## src/rtl/cordic_sc_pkg.sv

```systemverilog
`timescale 1ns/1ps
package cordic_sc_pkg;

  typedef enum logic {
    CS_IDLE = 1'b0,
    CS_ROT  = 1'b1
  } cs_state_e;

  localparam real PI_R = 3.14159265358979323846;

  function automatic real pow2_real(input int k);
    real r = 1.0;
    if (k >= 0) begin
      for (int j = 0; j < k; j++) r = r * 2.0;
    end else begin
      for (int j = 0; j < -k; j++) r = r / 2.0;
    end
    return r;
  endfunction

  // arctangent of 2^-i in radians; power series for i >= 1
  function automatic real atan_real(input int i);
    real x, term, acc;
    if (i == 0) return PI_R / 4.0;
    x    = pow2_real(-i);
    term = x;
    acc  = 0.0;
    for (int k = 0; k < 24; k++) begin
      if ((k % 2) == 0) acc = acc + term / real'(2 * k + 1);
      else              acc = acc - term / real'(2 * k + 1);
      term = term * x * x;
    end
    return acc;
  endfunction

  // angle step in units of pi, scaled by 2^frac
  function automatic longint atan_code(input int i, input int frac);
    return longint'(atan_real(i) / PI_R * pow2_real(frac));
  endfunction

  // inverse gain of iters micro-rotations, scaled by 2^frac
  function automatic longint gain_code(input int iters, input int frac);
    real p = 1.0;
    real q = 1.0;
    real g = 1.0;
    for (int i = 0; i < iters; i++) begin
      p = p / (1.0 + q);
      q = q / 4.0;
    end
    for (int k = 0; k < 40; k++) g = 0.5 * (g + p / g);
    return longint'(g * pow2_real(frac));
  endfunction

endpackage

```

## src/rtl/cordic_sc_prep.sv

```systemverilog
`timescale 1ns/1ps
module cordic_sc_prep #(
  parameter int DW     = 32,
  parameter int GW     = 4,
  parameter int PREC_W = 4,
  parameter int XW     = DW + GW + 2,
  parameter int ZW     = DW + GW + 1,
  parameter int KW     = DW
) (
  input  logic                 short_i,
  input  logic [DW-1:0]        angle_i,
  input  logic [DW-1:0]        modulus_i,
  input  logic [PREC_W-1:0]    prec_i,
  output logic signed [XW-1:0] x0_o,
  output logic signed [ZW-1:0] z0_o
);
  localparam int HALF   = DW / 2;
  localparam int GAIN_D = 1 << PREC_W;
  localparam int PW     = DW + KW + 2;

  logic [KW-1:0] gain_rom [GAIN_D];

  for (genvar g = 0; g < GAIN_D; g++) begin : g_gain
    localparam int     ITS = 4 * ((g == 0) ? 1 : g);
    localparam longint KC  = cordic_sc_pkg::gain_code(ITS, KW);
    assign gain_rom[g] = KW'(KC);
  end

  logic [DW-1:0]        ang_w, mod_w, ang_f;
  logic                 fold;
  logic signed [DW:0]   mod_s, mod_f;
  logic signed [PW-1:0] prod;

  always_comb begin
    ang_w = short_i ? {angle_i[HALF-1:0], {HALF{1'b0}}} : angle_i;
    mod_w = short_i ? {modulus_i[HALF-1:0], {HALF{1'b0}}} : modulus_i;
    // outside +-0.5 pi-units: shift by pi, flip the modulus sign
    fold  = ang_w[DW-1] ^ ang_w[DW-2];
    ang_f = {ang_w[DW-1] ^ fold, ang_w[DW-2:0]};
    mod_s = $signed({mod_w[DW-1], mod_w});
    mod_f = fold ? -mod_s : mod_s;
    prod  = PW'(mod_f) * PW'($signed({1'b0, gain_rom[prec_i]}));
    x0_o  = prod[KW-GW +: XW];
    z0_o  = {ang_f[DW-1], ang_f, {GW{1'b0}}};
  end

endmodule

```

## src/rtl/cordic_sc_rotator.sv

```systemverilog
`timescale 1ns/1ps
module cordic_sc_rotator #(
  parameter int XW   = 38,
  parameter int ZW   = 37,
  parameter int IT_W = 6,
  parameter int FRAC = 35
) (
  input  logic signed [XW-1:0] x_i,
  input  logic signed [XW-1:0] y_i,
  input  logic signed [ZW-1:0] z_i,
  input  logic [IT_W-1:0]      idx_i,
  output logic signed [XW-1:0] x_o,
  output logic signed [XW-1:0] y_o,
  output logic signed [ZW-1:0] z_o
);
  localparam int ROM_D = 1 << IT_W;

  logic signed [ZW-1:0] atan_rom [ROM_D];

  for (genvar g = 0; g < ROM_D; g++) begin : g_atan
    localparam longint CODE = cordic_sc_pkg::atan_code(g, FRAC);
    assign atan_rom[g] = ZW'(CODE);
  end

  logic                 rot_pos;
  logic signed [XW-1:0] x_sh, y_sh;
  logic signed [ZW-1:0] ang_step;

  always_comb begin
    rot_pos  = ~z_i[ZW-1];
    x_sh     = x_i >>> idx_i;
    y_sh     = y_i >>> idx_i;
    ang_step = atan_rom[idx_i];
    if (rot_pos) begin
      x_o = x_i - y_sh;
      y_o = y_i + x_sh;
      z_o = z_i - ang_step;
    end else begin
      x_o = x_i + y_sh;
      y_o = y_i - x_sh;
      z_o = z_i + ang_step;
    end
  end

endmodule

```

## src/rtl/cordic_sc_ctrl.sv

```systemverilog
`timescale 1ns/1ps
module cordic_sc_ctrl #(
  parameter int FUNC_W = 4,
  parameter int PREC_W = 4,
  parameter int IT_W   = PREC_W + 2
) (
  input  logic              clk_i,
  input  logic              rst_ni,
  input  logic              start_i,
  input  logic [FUNC_W-1:0] func_i,
  input  logic [PREC_W-1:0] prec_i,
  output logic              load_o,
  output logic              zero_o,
  output logic              step_o,
  output logic              last_o,
  output logic              swap_o,
  output logic              done_o,
  output logic [IT_W-1:0]   idx_o
);
  import cordic_sc_pkg::*;

  cs_state_e           state_q, state_d;
  logic [IT_W-1:0]     it_q, it_d, last_q, last_d, n_last;
  logic [PREC_W-1:0]   pm1;
  logic                swap_q, swap_d, done_q, done_d;
  logic                accept, fn_ok;

  always_comb begin
    accept = (state_q == CS_IDLE) && !done_q && start_i;
    fn_ok  = (func_i == FUNC_W'(0)) || (func_i == FUNC_W'(1));
    pm1    = (prec_i == '0) ? '0 : prec_i - 1'b1;
    n_last = {pm1, 2'b11};
    load_o = accept && fn_ok;
    zero_o = accept && !fn_ok;
    step_o = (state_q == CS_ROT);
    last_o = step_o && (it_q == last_q);

    state_d = state_q;
    it_d    = it_q;
    last_d  = last_q;
    swap_d  = swap_q;
    done_d  = 1'b0;
    case (state_q)
      CS_IDLE: begin
        if (load_o) begin
          state_d = CS_ROT;
          it_d    = '0;
          last_d  = n_last;
          swap_d  = func_i[0];
        end else if (zero_o) begin
          done_d = 1'b1;
        end
      end
      CS_ROT: begin
        if (last_o) begin
          state_d = CS_IDLE;
          done_d  = 1'b1;
        end else begin
          it_d = it_q + 1'b1;
        end
      end
      default: state_d = CS_IDLE;
    endcase
  end

  always_ff @(posedge clk_i or negedge rst_ni) begin
    if (!rst_ni) begin
      state_q <= CS_IDLE;
      it_q    <= '0;
      last_q  <= '0;
      swap_q  <= 1'b0;
      done_q  <= 1'b0;
    end else begin
      state_q <= state_d;
      it_q    <= it_d;
      last_q  <= last_d;
      swap_q  <= swap_d;
      done_q  <= done_d;
    end
  end

  assign swap_o = swap_q;
  assign done_o = done_q;
  assign idx_o  = it_q;

  AST_DONE_PULSE: assert property (@(posedge clk_i) disable iff (!rst_ni) done_q |=> !done_q);
  AST_BAD_FUNC_FAST: assert property (@(posedge clk_i) disable iff (!rst_ni) zero_o |=> done_q);
  AST_ITER_BOUND: assert property (@(posedge clk_i) disable iff (!rst_ni) step_o |-> (it_q <= last_q));
  AST_BUSY_IGNORES_START: assert property (@(posedge clk_i) disable iff (!rst_ni) (step_o && !last_o) |=> step_o);

endmodule

```

## src/rtl/cordic_sincos_engine.sv

```systemverilog
`timescale 1ns/1ps
module cordic_sincos_engine #(
  parameter int DATA_W  = 32,
  parameter int GUARD_W = 4,
  parameter int PREC_W  = 4,
  parameter int FUNC_W  = 4
) (
  input  logic              clk_i,
  input  logic              rst_ni,
  input  logic              start_i,
  input  logic [FUNC_W-1:0] func_i,
  input  logic [PREC_W-1:0] prec_i,
  input  logic              short_i,
  input  logic [DATA_W-1:0] angle_i,
  input  logic [DATA_W-1:0] modulus_i,
  output logic              done_o,
  output logic [DATA_W-1:0] prim_o,
  output logic [DATA_W-1:0] sec_o
);
  localparam int IT_W = PREC_W + 2;
  localparam int XW   = DATA_W + GUARD_W + 2;
  localparam int ZW   = DATA_W + GUARD_W + 1;
  localparam int FRAC = DATA_W - 1 + GUARD_W;
  localparam int KW   = DATA_W;
  localparam int TW   = XW - GUARD_W;

  logic                 load, zero, step, last, swap;
  logic [IT_W-1:0]      idx;
  logic signed [XW-1:0] x0, x_q, x_d, y_q, y_d, x_n, y_n;
  logic signed [ZW-1:0] z0, z_q, z_d, z_n;
  logic [DATA_W-1:0]    prim_q, prim_d, sec_q, sec_d, cos_r, sin_r;

  cordic_sc_ctrl #(.FUNC_W(FUNC_W), .PREC_W(PREC_W), .IT_W(IT_W)) u_ctrl (
    .clk_i(clk_i), .rst_ni(rst_ni), .start_i(start_i), .func_i(func_i),
    .prec_i(prec_i), .load_o(load), .zero_o(zero), .step_o(step),
    .last_o(last), .swap_o(swap), .done_o(done_o), .idx_o(idx)
  );

  cordic_sc_prep #(.DW(DATA_W), .GW(GUARD_W), .PREC_W(PREC_W), .XW(XW), .ZW(ZW), .KW(KW)) u_prep (
    .short_i(short_i), .angle_i(angle_i), .modulus_i(modulus_i),
    .prec_i(prec_i), .x0_o(x0), .z0_o(z0)
  );

  cordic_sc_rotator #(.XW(XW), .ZW(ZW), .IT_W(IT_W), .FRAC(FRAC)) u_rot (
    .x_i(x_q), .y_i(y_q), .z_i(z_q), .idx_i(idx),
    .x_o(x_n), .y_o(y_n), .z_o(z_n)
  );

  function automatic logic [DATA_W-1:0] sat_q(input logic signed [XW-1:0] v);
    logic [TW-1:0] t;
    t = v[XW-1:GUARD_W];
    if ((t[TW-1:DATA_W-1] == '0) || (t[TW-1:DATA_W-1] == '1)) return t[DATA_W-1:0];
    else if (t[TW-1]) return {1'b1, {(DATA_W-1){1'b0}}};
    else              return {1'b0, {(DATA_W-1){1'b1}}};
  endfunction

  always_comb begin
    x_d    = x_q;
    y_d    = y_q;
    z_d    = z_q;
    prim_d = prim_q;
    sec_d  = sec_q;
    cos_r  = sat_q(x_n);
    sin_r  = sat_q(y_n);
    if (load) begin
      x_d = x0;
      y_d = '0;
      z_d = z0;
    end else if (step) begin
      x_d = x_n;
      y_d = y_n;
      z_d = z_n;
    end
    if (zero) begin
      prim_d = '0;
      sec_d  = '0;
    end else if (last) begin
      prim_d = swap ? sin_r : cos_r;
      sec_d  = swap ? cos_r : sin_r;
    end
  end

  always_ff @(posedge clk_i or negedge rst_ni) begin
    if (!rst_ni) begin
      x_q    <= '0;
      y_q    <= '0;
      z_q    <= '0;
      prim_q <= '0;
      sec_q  <= '0;
    end else begin
      x_q    <= x_d;
      y_q    <= y_d;
      z_q    <= z_d;
      prim_q <= prim_d;
      sec_q  <= sec_d;
    end
  end

  assign prim_o = prim_q;
  assign sec_o  = sec_q;

  AST_NO_OVERFLOW: assert property (@(posedge clk_i) disable iff (!rst_ni) step |-> ((x_q[XW-1] == x_q[XW-2]) && (y_q[XW-1] == y_q[XW-2])));
  AST_HOLD_RESULTS: assert property (@(posedge clk_i) disable iff (!rst_ni) (!$stable(prim_o) || !$stable(sec_o)) |-> done_o);

endmodule

```

## config.mk

```make
export PLATFORM = sky130hd
export DESIGN_NAME = cordic_sincos_engine
export DESIGN_NICKNAME = d
export VERILOG_FILES = /design/src/rtl/cordic_sc_pkg.sv /design/src/rtl/cordic_sc_prep.sv /design/src/rtl/cordic_sc_rotator.sv /design/src/rtl/cordic_sc_ctrl.sv /design/src/rtl/cordic_sincos_engine.sv
export SDC_FILE = /design/constraint.sdc
export NUM_CORES = 2
export LEC_CHECK = 0
export ABC_AREA = 1
export ABC_CLOCK_PERIOD_IN_PS = 5600
export CAP_MARGIN = 20
export CORE_ASPECT_RATIO = 1.25
export CORE_MARGIN = 4
export CORE_UTILIZATION = 45
export CTS_BUF_LIST = sky130_fd_sc_hd__clkbuf_4
export DETAILED_ROUTE_END_ITERATION = 8
export MAX_ROUTING_LAYER = met4
export PLACE_DENSITY_LB_ADDON = 0.08
export SYNTH_ARGS = -nofsm -noshare
export SYNTH_HDL_FRONTEND = slang
export SYNTH_SLANG_ARGS = --single-unit
```

## constraint.sdc

```tcl
create_clock -name clk_i -period 5.6 [get_ports clk_i]
set_input_delay 0.84 -clock clk_i [delete_from_list [all_inputs] [get_ports clk_i]]
set_output_delay 0.84 -clock clk_i [all_outputs]
set_load 0.005 [all_outputs]
```

==> flow_summary_export.csv <==
group,metric,value,unit
floorplanning,die_w,323.1,µm
synthesis,async_flop_share,1.000,
critical_path,start_kind,"primary input",
sta,fin_ws,-3.446,ns
placement,hpwl,220200,µm
sta,fmax,110.5,MHz
clock_tree,cts_buffer_depth,2,
critical_path,reg2reg_to,"prim_o[28]",
cells_and_area,finalNetCount,10810,
routing,avgRoutedWirePerCell,23.63,µm
sta,hold_violations,0,
clock_tree,cts-root-buf,"clkbuf_4",
run_status,outcome,"complete, but fails checks",
clock_tree,cts-htree-levels,4,
synthesis,ys_ff_latch,191,
sta,rsz0062_at_grt,"yes",
sta,fin_crit_sh,1.615,
floorplanning,core,123200,µm²
critical_path,critPathArrivalTime,9.74,ns
floorplanning,num_rows,144,
floorplanning,start_util,0.4531,
sta,skew,0.05560,ns
routing,wl_met2,128500,µm
synthesis,syn_inst,7648,
synthesis,syn_area,55840,µm²
synthesis,yosys-top-cells-area,"fa_1 32%, nand2_1 12%, inv_1 9.7%",
placement,dp.cells,10800,
synthesis,ys_seq_area_frac,0.08560,
critical_path,r2r_slack,-0.14,ns
synthesis,synth_edf_count,0,
routing,wl_met1,88190,µm
global_routing,grtUsageTotal,0.4164,
critical_path,crit_fanout,7,
sta,setup_viol,98,
floorplanning,ios,141,
critical_path,cp-end-kind,"register",
clock_tree,cts_made_buffers,17,
synthesis,ys.flop_type,"dfrtp_1",
synthesis,synth.most_common_cell,"nand2_1",
clock_tree,clock_sinks,191,
cells_and_area,final_cells,11050,
global_routing,grt-ovfl-total,0,
global_routing,antenna_found_initial,14,
run_status,violations,"setup timing",
global_routing,grt_pass1_wl,388000,µm
routing,drt_wl_total,261000,µm
flow_run,maxCapViolCount,0,
clock_tree,path_clk_slew,0.20,ns
global_routing,grt_pass1_vias,63210,
synthesis,yosys_warnings,0,
critical_path,slowest_stage,"o21ai_0",
sta,slew_viol_final,0,
critical_path,cpPeakStageDelay,0.72,ns
routing,routed.top_layer,"met4",
critical_path,critPathMostFrequentCell,"fa_1",
routing,drtPass1Iterations,7,
synthesis,synth_top_cell_by_area,"fa_1",
cells_and_area,drive_above_1_share,0.3213,
floorplanning,dieArea,129800,µm²
sta,finalCriticalPeriod,9.046,ns
sta,worstMarginPinSlew,1.170,ns
routing,drc,0,
sta,relSlewSlack,0.2142,
synthesis,synth_common_cells,"1759 x nand2_1, 1439 x inv_1, 900 x fa_1, 695 x nor2_1, 637 x nand3_1",
cells_and_area,area_growth,41.41,%
global_routing,grt_start_max_net_pins,107,
sta,fin_setup_tns,-121.83,ns
floorplanning,die_h,401.8,µm
routing,ant_nets,0,
sta,fin_hold_ws,0.1251,ns
clock_tree,insertion_delay,0.79,ns
critical_path,r2r_cells,41,
routing,first_iter_violations,4732,
placement,portBuffers,140,
synthesis,yosys.area.top_type_share,0.3227,
synthesis,synth.distinct_cells,68,
cells_and_area,post-route-util,0.6407,
critical_path,r2r_start,"u_ctrl.idx_o[0]",
routing,vias,59660,
critical_path,critPathRequiredTime,6.29,ns
clock_tree,cts_tree,"built",
placement,gp_congestion,1.066,
routing,wl_met3,14620,µm
routing,viasPerCell,5.401,
synthesis,syn_avg_cell_area,7.301,µm²
worst_hold_path,hold_class,"in2async",
critical_path,path_class,"in2reg",
## layout make-up
type	count	area (µm²)
well taps	1606	2009
clock inverters	15	173.9
flip-flops and latches	191	4786
fillers	11120	44280
multi-input cells	5740	49260
inverters	1469	5692
diodes	17	42.54
repair buffers	1991	16870
clock buffers	17	127.6
## registers in the layout, summed over array words and instances (netlist names)
register and count:
x_q 38, y_q 38, u_ctrl.last_q 5, sec_o 32, z_q 37, prim_o 32, u_ctrl.swap_o 1, u_ctrl.done_o 1
u_ctrl.idx_o 6, u_ctrl.step_o 1
## worst max path at each step
stage | from | to | slack, ns
floorplan | short_i | x_q[35] | -4.04
global placement | modulus_i[2] | x_q[36] | -4.67
detailed placement | modulus_i[0] | x_q[31] | -4.67
CTS | short_i | x_q[32] | -3.03
global route | short_i | x_q[35] | -3.65
finish | short_i | x_q[27] | -3.45
## per-stage QoR
stage	setup WS (ns)	area [µm²]
6_report	-3.446	78960
3_5_place_dp	-4.671	71760
2_1_floorplan	-4.040	56470
5_1_grt	-3.645	78950
3_3_place_gp	-4.674	71760
4_1_cts	-3.027	77220
## logic make-up after synthesis
kind of cell / synth area share
fa+ha+maj: 0.4170
compound gates: 0.09053
buf+inv: 0.1212
other cells: 0.00006716
flops: 0.08560
xor+xnor: 0.03953
simple gates: 0.2461
## cell usage in the layout (no fill, tap or decap), types with 186 or more instances in the layout
cell type / instances
ha_1: 358
nor2_1: 504
nand2_1: 1564
inv_1: 1270
a21oi_1: 214
o21ai_0: 193
buf_4: 1637
nand3_1: 568
dfrtp_1: 186
fa_1: 820
## routing by layer
metal  vias up  track usage
met2      2206       0.6979
met1     29160       0.4258
met4         0       0.3516
met5         -            -
met3       978      0.06685
li1      27310            -
## critical path: cells and delay by family
family	cells	cell delay, ns
adders and majority gates	9	4.55
buffers and inverters	14	1.78
AOI/OAI and AO/OA	4	1.26
and+or+nand+nor	9	1.12
xor gates and xnor gates	1	0.14
## repair_timing
item / CTS / global route
setup buffers: 154 / 45
pin swaps: 507 / 284
hold buffers: 0 / 0
setup endpoints to repair: 113 / 125
gates cloned: 7 / 0
resized for setup: 1077 / 378
Power is not shown: default switching activity piles up to over one toggle a cycle in this logic, so the estimate is an artifact.
